## src/rtl/irq_pkg.sv

```systemverilog
package irq_pkg;
   // Acknowledge handshake phase: waiting for first pulse, or armed for second.
   typedef enum logic {
      ACK_IDLE  = 1'b0,
      ACK_ARMED = 1'b1
   } ack_phase_e;
endpackage

```

## src/rtl/irq_sync.sv

```systemverilog
// Multi-stage synchronizer for asynchronous request lines.
module irq_sync #(
   parameter int WIDTH  = 8,
   parameter int STAGES = 2
) (
   input  logic             clk,
   input  logic             rst_n,
   input  logic [WIDTH-1:0] d_i,
   output logic [WIDTH-1:0] q_o
);
   logic [WIDTH-1:0] chain_q [STAGES];

   always_ff @(posedge clk or negedge rst_n) begin
      if (!rst_n) begin
         for (int s = 0; s < STAGES; s++) chain_q[s] <= '0;
      end else begin
         chain_q[0] <= d_i;
         for (int s = 1; s < STAGES; s++) chain_q[s] <= chain_q[s-1];
      end
   end

   assign q_o = chain_q[STAGES-1];
endmodule

```

## src/rtl/irq_req_reg.sv

```systemverilog
// Request register: edge or level capture of synchronized lines.
module irq_req_reg #(
   parameter int N_LEVELS = 8
) (
   input  logic                clk,
   input  logic                rst_n,
   input  logic [N_LEVELS-1:0] line_i,
   input  logic                level_mode_i,
   input  logic [N_LEVELS-1:0] ack_clr_i,
   output logic [N_LEVELS-1:0] req_o
);
   logic [N_LEVELS-1:0] prev_q;
   logic [N_LEVELS-1:0] req_q;
   logic [N_LEVELS-1:0] rise;
   logic [N_LEVELS-1:0] req_d;

   assign rise = line_i & ~prev_q;

   always_comb begin
      if (level_mode_i) req_d = line_i & ~ack_clr_i;
      else              req_d = (req_q | rise) & ~ack_clr_i;
   end

   always_ff @(posedge clk or negedge rst_n) begin
      if (!rst_n) begin
         prev_q <= '0;
         req_q  <= '0;
      end else begin
         prev_q <= line_i;
         req_q  <= req_d;
      end
   end

   assign req_o = req_q;
endmodule

```

## src/rtl/irq_prio_pick.sv

```systemverilog
// Fixed-priority picker: lowest index wins.
module irq_prio_pick #(
   parameter int N_LEVELS = 8,
   localparam int IDX_W   = $clog2(N_LEVELS)
) (
   input  logic [N_LEVELS-1:0] req_i,
   output logic                any_o,
   output logic [IDX_W-1:0]    idx_o,
   output logic [N_LEVELS-1:0] onehot_o
);
   always_comb begin
      idx_o = '0;
      for (int i = N_LEVELS - 1; i >= 0; i--) begin
         if (req_i[i]) idx_o = IDX_W'(i);
      end
   end

   assign any_o    = |req_i;
   assign onehot_o = req_i & (~req_i + 1'b1);
endmodule

```

## src/rtl/irq_ctrl_core.sv

```systemverilog
module irq_ctrl_core
   import irq_pkg::*;
#(
   parameter int N_LEVELS    = 8,
   parameter int VEC_W       = 8,
   parameter int SYNC_STAGES = 2,
   localparam int LVL_W      = $clog2(N_LEVELS)
) (
   input  logic                clk,
   input  logic                rst_n,
   input  logic [N_LEVELS-1:0] irq_i,
   input  logic                level_mode_i,
   input  logic                mask_we_i,
   input  logic [N_LEVELS-1:0] mask_wdata_i,
   input  logic                base_we_i,
   input  logic [VEC_W-1:0]    base_wdata_i,
   input  logic                inta_i,
   input  logic                eoi_i,
   output logic                intr_o,
   output logic [VEC_W-1:0]    vec_o,
   output logic                vec_valid_o
);
   // Elaboration-time parameter checks
   if (N_LEVELS != (1 << LVL_W)) begin : g_bad_levels
      $error("N_LEVELS must be a power of two");
   end
   if (VEC_W <= LVL_W) begin : g_bad_vec
      $error("VEC_W must exceed the level index width");
   end
   if (SYNC_STAGES < 2) begin : g_bad_sync
      $error("SYNC_STAGES must be at least 2");
   end

   logic [N_LEVELS-1:0] line_s;
   logic [N_LEVELS-1:0] irr_q;
   logic [N_LEVELS-1:0] imr_q;
   logic [N_LEVELS-1:0] isr_q;
   logic [VEC_W-1:0]    base_q;
   logic [N_LEVELS-1:0] blocked;
   logic [N_LEVELS-1:0] cand;
   logic                cand_any;
   logic [LVL_W-1:0]    cand_idx;
   logic [N_LEVELS-1:0] cand_oh;
   logic                isr_any;
   logic [LVL_W-1:0]    isr_idx;
   logic [N_LEVELS-1:0] isr_oh;
   ack_phase_e          phase_q;
   logic [LVL_W-1:0]    win_idx_q;
   logic                win_ok_q;
   logic                ack_fire;
   logic [N_LEVELS-1:0] ack_clr;
   logic [N_LEVELS-1:0] eoi_clr;
   logic [VEC_W-1:0]    vec_q;
   logic                vld_q;

   irq_sync #(.WIDTH(N_LEVELS), .STAGES(SYNC_STAGES)) u_sync (
      .clk   (clk),
      .rst_n (rst_n),
      .d_i   (irq_i),
      .q_o   (line_s)
   );

   irq_req_reg #(.N_LEVELS(N_LEVELS)) u_req (
      .clk          (clk),
      .rst_n        (rst_n),
      .line_i       (line_s),
      .level_mode_i (level_mode_i),
      .ack_clr_i    (ack_clr),
      .req_o        (irr_q)
   );

   // A level is blocked by any in-service bit at its own or higher priority.
   always_comb begin
      logic acc;
      acc = 1'b0;
      for (int i = 0; i < N_LEVELS; i++) begin
         acc        = acc | isr_q[i];
         blocked[i] = acc;
      end
   end

   assign cand = irr_q & ~imr_q & ~blocked;

   irq_prio_pick #(.N_LEVELS(N_LEVELS)) u_pick_req (
      .req_i    (cand),
      .any_o    (cand_any),
      .idx_o    (cand_idx),
      .onehot_o (cand_oh)
   );

   irq_prio_pick #(.N_LEVELS(N_LEVELS)) u_pick_isr (
      .req_i    (isr_q),
      .any_o    (isr_any),
      .idx_o    (isr_idx),
      .onehot_o (isr_oh)
   );

   assign ack_fire = inta_i && (phase_q == ACK_ARMED);
   assign ack_clr  = (ack_fire && win_ok_q) ? (N_LEVELS'(1) << win_idx_q) : '0;
   assign eoi_clr  = (eoi_i && isr_any) ? isr_oh : '0;

   // Programmable mask and base registers
   always_ff @(posedge clk or negedge rst_n) begin
      if (!rst_n) begin
         imr_q  <= '1;
         base_q <= '0;
      end else begin
         if (mask_we_i) imr_q  <= mask_wdata_i;
         if (base_we_i) base_q <= base_wdata_i;
      end
   end

   // Acknowledge handshake and in-service tracking
   always_ff @(posedge clk or negedge rst_n) begin
      if (!rst_n) begin
         phase_q   <= ACK_IDLE;
         win_idx_q <= '0;
         win_ok_q  <= 1'b0;
         isr_q     <= '0;
         vec_q     <= '0;
         vld_q     <= 1'b0;
      end else begin
         isr_q <= (isr_q & ~eoi_clr) | ack_clr;
         vld_q <= ack_fire;
         if (inta_i) begin
            if (phase_q == ACK_IDLE) begin
               phase_q   <= ACK_ARMED;
               win_idx_q <= cand_idx;
               win_ok_q  <= cand_any;
            end else begin
               phase_q <= ACK_IDLE;
               vec_q   <= {base_q[VEC_W-1:LVL_W],
                           win_ok_q ? win_idx_q : {LVL_W{1'b1}}};
            end
         end
      end
   end

   assign intr_o      = |(irr_q & ~imr_q);
   assign vec_o       = vec_q;
   assign vec_valid_o = vld_q;
endmodule

```

## config.mk

```make
export PLATFORM = sky130hd
export DESIGN_NAME = irq_ctrl_core
export DESIGN_NICKNAME = d
export VERILOG_FILES = /design/src/rtl/irq_pkg.sv /design/src/rtl/irq_sync.sv /design/src/rtl/irq_req_reg.sv /design/src/rtl/irq_prio_pick.sv /design/src/rtl/irq_ctrl_core.sv
export SDC_FILE = /design/constraint.sdc
export NUM_CORES = 1
export LEC_CHECK = 0
export BUFFER_PORTS_ARGS = -buffer_cell sky130_fd_sc_hd__buf_2
export CELL_PAD_IN_SITES_DETAIL_PLACEMENT = 0
export CELL_PAD_IN_SITES_GLOBAL_PLACEMENT = 1
export CORE_MARGIN = 3
export CORE_UTILIZATION = 30
export DETAILED_ROUTE_END_ITERATION = 10
export PLACE_DENSITY_LB_ADDON = 0.1
export REMOVE_ABC_BUFFERS = 1
export SETUP_SLACK_MARGIN = 0.4
export SYNTH_ARGS = -nofsm -noshare
export SYNTH_HDL_FRONTEND = slang
export SYNTH_SLANG_ARGS = --single-unit
```

## constraint.sdc

```tcl
create_clock -name clk -period 1.84 [get_ports clk]
set_clock_uncertainty 0.1 [all_clocks]
set_input_delay 0.368 -clock clk [delete_from_list [all_inputs] [get_ports clk]]
set_output_delay 0.368 -clock clk [all_outputs]
set_load 0.005 [all_outputs]
```

==> out/results.txt <==
Clock slew at reported path FFs: 0.06 ns
Outcome: finished, violations left
Worst hold path type: in -> reg
Rows: 33
Cell variety after synth: 40
Initial Utilization: 31.0%
Post-synth EDFFs: 0
1st-iter DRT viols: 52
Avg WL per Cell: 14.1 microns
Routability congestion estimate: 0.754
Antenna-violating nets left: 0
Initial antenna violation count: 0
Total CTS buffers: 9
Drt pass-1 iters: 4
Crit path kind: reg -> out
Max Cap Viol: 0
Largest family of logic cells by synthesized area: compound AO/OA/AOI/OAI gates
R2R Path Start: imr_q[7]
H-Tree Depth: 3
Hold Path Depth: 1
Pwr Density: 1310 nW/um^2
Final TNS setup: -0.235 ns
Pins Over Slew Limit: 0
Largest net degree at the start of global routing: 68
Number of buffers inserted by port buffering: 37
Post-synth top flop: dfrtp_1
Area of the core: 8260 sq um
Post-synthesis simple-gate area fraction: 11.8%
Clock tree sinks: 67
Worst slew margin: 73.0%
Adder-cell share of the synthesized area: 0%
Filler cells: 831
GRT Util Overall: 12.3%
Diodes inserted: 0
DIE AREA: 9660 sq um
Post-DR vias/cell: 4.60
Setup ws final: -0.167 ns
# IOs: 41
Clk_lat worst skew: 0.34 ns
Hold Violations, Final: 0
Worst Path Required: 1.37 ns
Violated checks: setup timing
Cell Area, Synth: 2560 sq um
FF-to-FF End: win_ok_q
Final #Nets: 298
Reg2Reg Depth: 6
Sequential element share of the synthesized area: 66.0%
Die X: 98.3 microns
Vias in the first global route: 1793
Warnings from Yosys: 0
Synthesized instance count: 205
Grt ovf: 0
Min cycle time layout: 2.01 ns
Tcrit/Tclk final: 109%
Share of cells above drive strength 1: 42.3%
Actual slew at the worst max-slew pin: 0.400 ns
Final cell count without fillers: 377
CTS Root Cell: clkbuf_8
Inst Count DP: 356
Area occupied by registers: 1690 sq um
Worst VDD drop: 0.000398 V
Worst setup EP type: primary output
Final WL: 5310 microns
Synth Area in XOR/XNOR: 0.343%
Multi-input logic area: 913 sq um
Design area: 3300 sq um
Async SR Flop Fraction: 100%
Synth-to-layout area growth: 29.1%
Leak Pwr: 1.54 nW
Worst Hold Slack: 0.0350 ns
Drt drc: 0
Placed Area: 2960 sq um
Mux share of post-synthesis cell area: 7.05%
RSZ-0062 raised after global routing: true
CTS tree: done
Synth Area in Compound Gates: 12.0%
CTS max path bufs: 2
Worst Hold End: u_sync.chain_q[15]
Worst hold start: irq_i[7]
Vias: 1735
Crit start category: flop
Setup violators final: 3
Synthesis-stage register bit count: 67
Largest fanout on the critical path: 2
Syn_area_per_cell: 12.5 sq um
Pre-CTS setup slack: -0.00810 ns
Die Span Y: 98.3 microns
Critical Path AT: 1.54 ns
Fmax: 498 MHz
Hpwl dp: 3750 microns
R2r setup slk: -0.05 ns
Final Power: 4.32 mW
First-pass GRT wire length: 9150 microns
Final core utilization: 40.0%
==> cells by family (layout without fill, tap and decap cells) <==
| family | Yosys count | in the layout |
|---|---|---|
| XOR/XNOR | 1 | 1 |
| flip-flops | 67 | 67 |
| AO/OA/AOI/OAI | 48 | 48 |
| multiplexers | 16 | 16 |
| AND/OR/NAND/NOR | 54 | 54 |
| buffers and inverters | 19 | 86 |
==> registers in the layout, summed over array words and instances, names as in the netlist <==
| register | count |
|---|---|
| isr_q | 8 |
| vec_o | 8 |
| u_req.req_o | 8 |
| base_q | 5 |
| imr_q | 8 |
| u_sync.chain_q | 8 |
| u_req.prev_q | 8 |
| win_idx_q | 3 |
| win_ok_q | 1 |
| u_sync.q_o | 8 |
| phase_q | 1 |
| vec_valid_o | 1 |
==> synth_stat cells, drive strengths merged, types with 2 or more instances <==
library cell / n / area share [%]
a21o: 5 / 1.5
a21oi: 9 / 1.8
a31oi: 3 / 0.73
clkbuf: 3 / 0.44
dfrtp: 59 / 58
dfstp: 8 / 8.2
inv: 16 / 2.3
mux2: 16 / 7.0
nand2: 12 / 1.8
nand2b: 7 / 1.7
nand3: 4 / 0.78
nand4: 2 / 0.49
nor2: 9 / 1.3
nor2b: 3 / 0.73
nor3: 3 / 0.59
o21a: 2 / 0.59
o21ai: 17 / 3.3
o31ai: 2 / 0.59
or2b: 6 / 2.0
==> metal layers <==
layer	global-route usage, %	part of all wire (%)	vias up
li1	-	-	842
met1	16.8	46	854
met2	17.6	47	29
met3	4.29	5.0	10
met4	5.46	1.8	0
met5	0	0	-
==> cells in the final DEF (no fill, tap or decap), types with 2 or more instances in the layout <==
cell | synthesis | layout
buf_4 | 0 | 11
dfstp_2 | 8 | 8
clkbuf_1 | 3 | 3
nand2b_1 | 7 | 7
o21ai_0 | 16 | 13
clkbuf_8 | 0 | 10
nand3_1 | 4 | 4
dfrtp_2 | 0 | 2
a31oi_1 | 3 | 3
nor3_2 | 0 | 2
or2b_2 | 4 | 3
o31ai_2 | 0 | 2
nor2_2 | 0 | 2
nor2_1 | 9 | 7
mux2_2 | 16 | 16
buf_6 | 0 | 4
a21oi_1 | 9 | 9
dfrtp_1 | 59 | 57
o21ai_1 | 1 | 3
nor2b_1 | 3 | 3
or2b_1 | 2 | 2
inv_1 | 16 | 16
nand2_1 | 12 | 11
buf_2 | 0 | 37
a21o_1 | 5 | 5
clkinv_2 | 0 | 3
nand4_1 | 2 | 2
o21a_1 | 2 | 2
==> layout make-up <==
cell class,instances,area share [%]
clock inverters,3,0.455
multi-input cells,119,27.7
repair buffers,54,10.4
well taps,105,3.98
clock buffers,13,4.51
inverters,16,1.82
flip-flops and latches,67,51.2
==> worst max-delay path by stage <==
stage / start / end / slack (ns)
floorplan: isr_q[0] / isr_q[6] / 0.15
global placement: imr_q[7] / intr_o / -0.02
detailed placement: imr_q[7] / intr_o / -0.008
CTS: imr_q[7] / intr_o / -0.21
global route: imr_q[7] / intr_o / -0.27
finish: imr_q[7] / intr_o / -0.17
==> critical path, cell delays in order (launching register included) <==
cell	delay [ns]
dfstp_2	0.53
and2b_2	0.23
a2111oi_4	0.19
nand4_1	0.10
buf_2	0.14
==> power breakdown <==
group          switching, mW  total (mW)  leakage, nW  internal [mW]
clock network          0.516        1.04       0.0872          0.520
logic                  0.595        1.30        0.664          0.707
registers              0.225        1.98        0.787           1.76
==> timing repair <==
action / CTS / global route
pin swaps: 9 / 10
resized for setup: 19 / 13
hold buffers: 1 / 0
setup endpoints to repair: 14 / 14
setup buffers: 3 / 1
hold endpoints to repair: 59 / 0
Power figures use the tool's default switching activity.
